### src/rtl/crc32_pipe_pkg.sv
// Shared constants and the constant functions that build the zero-advance
// matrices. Assumes a 32-bit non-reflected CRC with the generator below.
package crc32_pipe_pkg;

    localparam int CRC_W = 32;
    localparam logic [CRC_W-1:0] GEN_POLY = 32'h04C1_1DB7;

    // Column j of a matrix is the image of basis vector e_j.
    typedef logic [CRC_W*CRC_W-1:0] adv_mat_t;

    // Multiply a remainder by x modulo the generator.
    function automatic logic [CRC_W-1:0] mul_x(input logic [CRC_W-1:0] s);
        logic [CRC_W-1:0] sh;
        sh = {s[CRC_W-2:0], 1'b0};
        return s[CRC_W-1] ? (sh ^ GEN_POLY) : sh;
    endfunction

    // Build the matrix that multiplies a remainder by x^nbits modulo G.
    function automatic adv_mat_t build_adv_mat(input int nbits);
        adv_mat_t m;
        logic [CRC_W-1:0] col;
        m = '0;
        for (int j = 0; j < CRC_W; j++) begin
            col = '0;
            col[j] = 1'b1;
            for (int k = 0; k < nbits; k++) begin
                col = mul_x(col);
            end
            m[j*CRC_W +: CRC_W] = col;
        end
        return m;
    endfunction

endpackage

### src/rtl/crc_zero_adv.sv
// Combinational GF(2) matrix: carries a remainder forward by SHIFT_BITS zero
// bits, i.e. multiplies it by x^SHIFT_BITS mod G. The matrix is a constant
// computed at elaboration. Assumes SHIFT_BITS >= 0.
module crc_zero_adv #(
    parameter int SHIFT_BITS = 32
) (
    input  logic [crc32_pipe_pkg::CRC_W-1:0] vec_i,
    output logic [crc32_pipe_pkg::CRC_W-1:0] vec_o
);
    import crc32_pipe_pkg::*;

    localparam adv_mat_t ADV_MAT = build_adv_mat(SHIFT_BITS);

    // XOR together the columns selected by the set input bits.
    always_comb begin
        vec_o = '0;
        for (int j = 0; j < CRC_W; j++) begin
            if (vec_i[j]) begin
                vec_o = vec_o ^ ADV_MAT[j*CRC_W +: CRC_W];
            end
        end
    end

endmodule

### src/rtl/crc_blk_stage.sv
// Pipeline stage one. Splits a beat into CRC_W-bit words; word i (counted from
// the least significant end) is advanced by i*CRC_W bits, word 0 is passed as
// is. Adjacent mapped words are XORed in pairs (the pre-XOR) and registered
// together with the control flags. Assumes DATA_W is an even multiple of CRC_W.
module crc_blk_stage #(
    parameter int DATA_W = 128
) (
    input  logic                                  clk,
    input  logic                                  rst_n,
    input  logic                                  valid_i,
    input  logic                                  start_i,
    input  logic                                  last_i,
    input  logic [DATA_W-1:0]                     data_i,
    output logic                                  s1_vld,
    output logic                                  s1_first,
    output logic                                  s1_last,
    output logic                                  s1_clr,
    output logic [DATA_W/(2*crc32_pipe_pkg::CRC_W)-1:0][crc32_pipe_pkg::CRC_W-1:0] s1_part
);
    import crc32_pipe_pkg::*;

    localparam int NBLK  = DATA_W / CRC_W;
    localparam int NPAIR = NBLK / 2;

    logic [NBLK-1:0][CRC_W-1:0]  blk_map;
    logic [NPAIR-1:0][CRC_W-1:0] pair_sum;

    // One mapping per word; the lowest word needs none.
    for (genvar i = 0; i < NBLK; i++) begin : g_blk
        if (i == 0) begin : g_direct
            assign blk_map[i] = data_i[CRC_W-1:0];
        end else begin : g_mapped
            crc_zero_adv #(.SHIFT_BITS(i*CRC_W)) u_adv (
                .vec_i (data_i[i*CRC_W +: CRC_W]),
                .vec_o (blk_map[i])
            );
        end
    end

    // Pre-XOR of neighbouring word contributions.
    for (genvar p = 0; p < NPAIR; p++) begin : g_pair
        assign pair_sum[p] = blk_map[2*p] ^ blk_map[2*p+1];
    end

    // Register the pre-XOR results and the beat flags.
    always_ff @(posedge clk) begin
        if (!rst_n) begin
            s1_vld   <= 1'b0;
            s1_first <= 1'b0;
            s1_last  <= 1'b0;
            s1_clr   <= 1'b0;
            s1_part  <= '0;
        end else begin
            s1_vld   <= valid_i;
            s1_first <= valid_i & start_i;
            s1_last  <= valid_i & last_i;
            s1_clr   <= ~valid_i & start_i;
            s1_part  <= pair_sum;
        end
    end

endmodule

### src/rtl/crc_acc_stage.sv
// Pipeline stage two. Carries the stored remainder forward by one full beat,
// XORs in the pre-XOR sums from stage one and stores the new remainder. A
// first beat or a clear discards the stored remainder. Raises a one-cycle
// done flag when a last beat is absorbed.
module crc_acc_stage #(
    parameter int DATA_W = 128
) (
    input  logic                                  clk,
    input  logic                                  rst_n,
    input  logic                                  s1_vld,
    input  logic                                  s1_first,
    input  logic                                  s1_last,
    input  logic                                  s1_clr,
    input  logic [DATA_W/(2*crc32_pipe_pkg::CRC_W)-1:0][crc32_pipe_pkg::CRC_W-1:0] s1_part,
    output logic [crc32_pipe_pkg::CRC_W-1:0]      rem_q,
    output logic                                  done_q
);
    import crc32_pipe_pkg::*;

    localparam int NPAIR = DATA_W / (2*CRC_W);

    logic [CRC_W-1:0] rem_adv;
    logic [CRC_W-1:0] part_fold;
    logic [CRC_W-1:0] rem_next;

    // Advance the stored remainder over one beat of zero bits.
    crc_zero_adv #(.SHIFT_BITS(DATA_W)) u_fb_adv (
        .vec_i (rem_q),
        .vec_o (rem_adv)
    );

    // Fold the pre-XOR sums into a single term.
    always_comb begin
        part_fold = '0;
        for (int p = 0; p < NPAIR; p++) begin
            part_fold = part_fold ^ s1_part[p];
        end
    end

    // Combine with feedback, dropping it on the first beat of a message.
    always_comb begin
        rem_next = part_fold ^ (s1_first ? '0 : rem_adv);
    end

    // Update the remainder and the done flag.
    always_ff @(posedge clk) begin
        if (!rst_n) begin
            rem_q  <= '0;
            done_q <= 1'b0;
        end else begin
            done_q <= s1_vld & s1_last;
            if (s1_vld) begin
                rem_q <= rem_next;
            end else if (s1_clr) begin
                rem_q <= '0;
            end
        end
    end

endmodule

### src/rtl/crc32_table_pipe.sv
// Top of the two-stage CRC-32 engine: one 128-bit beat per clock. The output
// is the stored remainder advanced by CRC_W zero bits, which turns the
// unaugmented remainder into the standard CRC.
module crc32_table_pipe #(
    parameter int DATA_W = 128
) (
    input  logic              clk,
    input  logic              rst_n,
    input  logic              valid_i,
    input  logic              start_i,
    input  logic              last_i,
    input  logic [DATA_W-1:0] data_i,
    output logic [31:0]       crc_o,
    output logic              done_o
);
    import crc32_pipe_pkg::*;

    localparam int NPAIR = DATA_W / (2*CRC_W);

    logic                            s1_vld;
    logic                            s1_first;
    logic                            s1_last;
    logic                            s1_clr;
    logic [NPAIR-1:0][CRC_W-1:0]     s1_part;
    logic [CRC_W-1:0]                rem_q;

    crc_blk_stage #(.DATA_W(DATA_W)) u_stage1 (
        .clk      (clk),
        .rst_n    (rst_n),
        .valid_i  (valid_i),
        .start_i  (start_i),
        .last_i   (last_i),
        .data_i   (data_i),
        .s1_vld   (s1_vld),
        .s1_first (s1_first),
        .s1_last  (s1_last),
        .s1_clr   (s1_clr),
        .s1_part  (s1_part)
    );

    crc_acc_stage #(.DATA_W(DATA_W)) u_stage2 (
        .clk      (clk),
        .rst_n    (rst_n),
        .s1_vld   (s1_vld),
        .s1_first (s1_first),
        .s1_last  (s1_last),
        .s1_clr   (s1_clr),
        .s1_part  (s1_part),
        .rem_q    (rem_q),
        .done_q   (done_o)
    );

    // Convert the remainder into the augmented CRC value.
    crc_zero_adv #(.SHIFT_BITS(CRC_W)) u_out_adv (
        .vec_i (rem_q),
        .vec_o (crc_o)
    );

endmodule

### config.mk
export PLATFORM = sky130hd
export DESIGN_NAME = crc32_table_pipe
export DESIGN_NICKNAME = d
export VERILOG_FILES = /design/src/rtl/crc32_pipe_pkg.sv /design/src/rtl/crc_zero_adv.sv /design/src/rtl/crc_blk_stage.sv /design/src/rtl/crc_acc_stage.sv /design/src/rtl/crc32_table_pipe.sv
export SDC_FILE = /design/constraint.sdc
export NUM_CORES = 1
export LEC_CHECK = 0
export BUFFER_PORTS_ARGS = -buffer_cell sky130_fd_sc_hd__buf_4
export CORE_AREA = 2 2 162 164
export DETAILED_ROUTE_END_ITERATION = 16
export DIE_AREA = 0 0 164 166
export PLACE_DENSITY = 0.85
export SLEW_MARGIN = 0
export SYNTH_ARGS = -nofsm -noshare
export SYNTH_HDL_FRONTEND = slang
export SYNTH_SLANG_ARGS = --single-unit
### constraint.sdc
create_clock -name clk -period 5.4 [get_ports clk]
set_input_delay 0.27 -clock clk [delete_from_list [all_inputs] [get_ports clk]]
set_output_delay 0.27 -clock clk [all_outputs]
set_load 0.02 [all_outputs]
---- Word level (Yosys, flattened, before mapping) ----
Index checks and enable logic that the tools add are counted.
storage, ports and cells
  word-level logic and storage cells ...... 336
  output and inout port bits .............. 33
  input bits .............................. 133
  bits in registers ....................... 101
operators by class
  reductions and logical operators ........ 1
  bitwise operators ....................... 164
  muxes and demuxes ....................... 163
operators with widths
  operator                       count
  32-bit two-way mux             79
  31-bit two-way mux             35
  30-bit two-way mux             17
  13-bit NOT                     31
  16-bit NOT                     25
  15-bit NOT                     25
  29-bit two-way mux             12
  18-bit NOT                     13
  28-bit two-way mux             7
  27-bit two-way mux             7
  12-bit NOT                     12
  20-bit NOT                     7
  17-bit NOT                     8
  32-bit XOR                     4
  14-bit NOT                     9
  19-bit NOT                     6
  26-bit two-way mux             4
  22-bit NOT                     4
  13-bit NOT with 14-bit output  6
  25-bit two-way mux             2
  11-bit NOT                     4
  21-bit NOT                     2
  23-bit NOT                     1
  14-bit NOT with 15-bit output  1
  other kinds (4)                7

---- Longest topological paths before layout ----
  depth after elaboration ................. 66
  depth in mapped cells ................... 8
  gate-level depth less buffers ........... 6

---- Cells and area by module ----
A second synthesis with hierarchy kept.
unflattened totals
  cell total of the unflattened synthesis .. 1572
  area, all modules ....................... 16987.5 sq um
modules (own cells, without submodules)
  module                                           cells each  times used  area an instance (sq um)  seq. area each (sq um)
  crc_zero_adv (u_out_adv ...)                     227         2           2474.9                    0.0
  crc_zero_adv (u_stage2.u_fb_adv)                 232         1           2652.5                    0.0
  crc_zero_adv (u_stage1.g_blk[3].g_mapped.u_adv)  241         1           2570.0                    0.0
  crc_zero_adv (u_stage1.g_blk[2].g_mapped.u_adv)  233         1           2524.9                    0.0
  crc_blk_stage                                    207         1           2429.8                    1361.3
  crc_acc_stage                                    205         1           1860.5                    660.6

---- Least setup slack after synthesis ----
Ideal clock, no wire load.
  path type ............................... reg2out
  from .................................... register u_stage2.rem_q[24] (netlist name)
  to ...................................... output crc_o[0]
  stages on the path, launching flop included .. 8
  path slack .............................. 3216 ps
  arrival time ............................ 1914 ps
  path through ............................ dfxtp_1 -> buf_2 -> buf_4 -> xor2_1 -> xnor2_1 -> xnor2_1 -> xor2_1 -> xnor2_1
on the way
  word-level cells in the longest chain between the ends .. 14
ends and longest elaborated chain
  item                    line                    RTL
  start, declared         crc_acc_stage.sv:15     output logic [crc32_pipe_pkg::CRC_W-1:0] rem_q,
  start signal, assigned  crc_acc_stage.sv:53     rem_q <= rem_next;
  32-bit two-way mux *    crc_zero_adv.sv:18      if (vec_i[j]) begin
  15-bit NOT (no line)    n/a
  32-bit two-way mux *    crc_zero_adv.sv:18
  16-bit NOT (no line)    n/a
  31-bit two-way mux *    crc_zero_adv.sv:18
  32-bit two-way mux *    crc_zero_adv.sv:18
  17-bit NOT (no line)    n/a
  32-bit two-way mux *    crc_zero_adv.sv:18
  18-bit NOT (no line)    n/a
  32-bit two-way mux *    crc_zero_adv.sv:18
  13-bit NOT (no line)    n/a
  32-bit two-way mux *    crc_zero_adv.sv:18
  18-bit NOT (no line)    n/a
  32-bit two-way mux *    crc_zero_adv.sv:18
  end, declared           crc32_table_pipe.sv:13  output logic [31:0] crc_o,
Mark *: on every way between the ends. The rest lies on a longest branch, timed or not.

---- Final worst setup path ----
Same ends and word-level chain as after synthesis.

==> flow_metrics.tcl <==
set metrics [dict create \
    status "completed" \
    antenna_cells 0 \
    start_kind "flip-flop" \
    synthDistinctLibCells 36 \
    leakage_nw 7.13 \
    cp_max_fo 13 \
    gp_congestion 1.13 \
    synth_ff_type "dfxtp_1" \
    io_buffers 165 \
    synth_xor_area_share_pct 77.2 \
    synth_adder_area_share_pct 0 \
    postRouteAntennaNets 0 \
    grtUsageMet3_pct 6.22 \
    rrSetupSlack_ns 2.26 \
    firstDrtPassIters 5 \
    setup.worst_path.end "crc_o[0]" \
    cts_resized 0 \
    grt_max_degree 52 \
    fin_worst_skew_ns 0.0108 \
    vdd_drop_max_uv 725 \
    die_w_um 164 \
    grt_util_met2_pct 61.1 \
    post_cts_buffers 0 \
    maxCapViolations 0 \
    antenna_found_initial 0 \
    setup_violations 0 \
    hold_viol_final 0 \
    synth_area_leaders "xnor2_1 41%, xnor3_1 17%, dfxtp_1 13%, xor2_1 11%, xor3_1 3.5%" \
    place_hpwl_um 41800 \
    fillers 2089 \
    clk_latency_ns 0.36 \
    yosys_warnings 0 \
    syn_area_per_cell_sq_um 10.2 \
    design.core.area_sq_um 25600 \
    finalPower_mw 12.8 \
    synth_edf_count 0 \
    placed_area_sq_um 17200 \
    grt_overflow 0 \
    finalNetCount 1765 \
    yosysTopAreaCellShare_pct 41.2 \
    timing.fmax_ghz 0.300 \
    cts_tree "built" \
    layout.cells.non_filler 1972 \
    cts-root-buf "clkbuf_16" \
    rsz0062_at_grt "no" \
    grtUsageMet1_pct 46.5 \
    final_area_sq_um 17500 \
    pin_count 166 \
    clk_pin_slew_ns 0.08 \
    max_slew_margin_pct 11.3 \
    htree_levels 3 \
    worstMarginPinSlew_ns 1.32 \
    cts_buffer_depth 2 \
    syn_to_final_growth_pct 8.76 \
    drc 0 \
    grt_use_total_pct 37.7 \
    crit_type "reg -> out" \
    cts_sinks 101 \
    synth_top_area_cell "xnor2_1" \
    tns_ns 0 \
    grt.busiest_layer "met2" \
    hold_buffers 0 \
    synthMuxAreaShare_pct 0.311 \
    cp-startpoint "u_stage2.rem_q[24]" \
    hp-class "in -> reg" \
    rows 59 \
    drtIter0Drc 877 \
    initial_core_util_pct 62.8 \
    cts_buffers 9 \
    wl_per_cell_um 25.3 \
    grt_pass1_vias 11460 \
    synth_cells 1577 \
    r2r_cells 6 \
    synthSimpleGateAreaFrac_pct 4.34 \
    seq_area_frac_synth_pct 12.6 \
    synth_compound_area_share_pct 1.68 \
    arrival_ns 3.06 \
    synth_top_family_by_area "XOR/XNOR gates" \
    die_y_um 166 \
    fin_crit_sh_pct 61.7 \
    syn_area_sq_um 16100 \
    vias_per_cell 5.54 \
    routed_wl_um 50000 \
    synthArstFlopShare_pct 0 \
    synth.top_cells.by_count "757 x xnor2_1, 199 x xor2_1, 124 x xnor3_1" \
    cp.required_ns 5.13 \
    grt_pass1_wl_um 74300 \
    dieArea_sq_um 27200 \
    rr_endpoint "u_stage2.rem_q[11]" \
    yosysMostFrequentCell "xnor2_1" \
    dpl.cell_count 1956 \
    vias 10931 \
    synthesis.nets 1710 \
    finalMaxSlewViolations 0 \
    p_per_area_nw_per_um2 731 \
    end_kind "primary output" \
    reg2reg_from "u_stage2.rem_q[25]" \
    ys_seq_elements 101 \
    period_minus_slack_ns 3.33 \
    drive_above_1_share_pct 13.9 \
]
[cell families (layout without fill, tap and decap cells)]
kind of cell           count (synthesis)  count (layout)
buffers and inverters                130             190
flip-flops                           101             101
AND/OR/NAND/NOR                      156             156
multiplexers                           5               5
AO/OA/AOI/OAI                         43              43
XOR/XNOR                            1142            1142
[where the power goes]
group          total [mW]  switching, mW  internal [mW]
sequential           1.38          0.371           1.01
clock               0.678          0.344          0.335
combinational        10.7           5.21           5.51
total                12.8           5.93           6.85
[registers in the layout (all words and copies together), names as in the netlist]
register           flops
u_stage2.done_q        1
u_stage1.s1_first      1
u_stage2.rem_q        32
u_stage1.s1_part      64
u_stage1.s1_clr        1
u_stage1.s1_vld        1
u_stage1.s1_last       1
[stage by stage]
stage / setup WS, ns / util, % / hold slack, ns
2_1_floorplan: 3.22 / - / 0.346
3_3_place_gp: 2.40 / 67.0 / 0.440
3_5_place_dp: 2.33 / 67.0 / 0.456
4_1_cts: 2.05 / 68.3 / 0.0755
5_1_grt: 1.86 / 68.3 / 0.0759
6_report: 2.07 / 68.3 / 0.0819
[how the worst min path moves through the flow]
stage                     start         endpoint  cells after the start
6_report                valid_i  u_stage1.s1_clr                      2
5_1_grt                 valid_i  u_stage1.s1_clr                      2
4_1_cts                 valid_i  u_stage1.s1_clr                      2
3_5_place_dp   u_stage1.s1_last  u_stage2.done_q                      1
3_3_place_gp   u_stage1.s1_last  u_stage2.done_q                      1
2_1_floorplan           valid_i  u_stage1.s1_clr                      1
[critical path, cell delays in order (launching register included)]
cell     delay, ns
dfxtp_1       1.06
xor2_1        0.31
xnor2_1       0.63
xnor2_1       0.20
xor2_1        0.20
xnor2_1       0.14
buf_4         0.16
[layout make-up]
class,count,area (sq um),area share (%)
multi-input combinational,1346,13400,76.8
sequential,101,2020,11.6
timing repair buffer,172,1290,7.38
tap,335,419,2.40
clock buffer,9,225,1.29
clock inverter,7,91.3,0.522
inverter,2,7.51,0.0429
[layer usage]
layer / vias up / share of wire (%)
met2: 590 / 47
met4: 0 / 7.6
met3: 178 / 8.1
met1: 5185 / 37
li1: 4978 / -
met5: - / 0
[placed cells by master, fill, tap and decap left out, types with 18 or more instances in the layout]
cell type  netlist  layout
xnor2_2         24      24
nor2_1          70      70
xnor2_1        757     757
xor2_1         199     199
xor3_1          24      24
nand2_1         39      39
o21ai_1         18      18
xnor3_1        124     124
buf_4           15     172
and2_1          18      18
dfxtp_1        101     101
(Power assumes the default switching activity.)
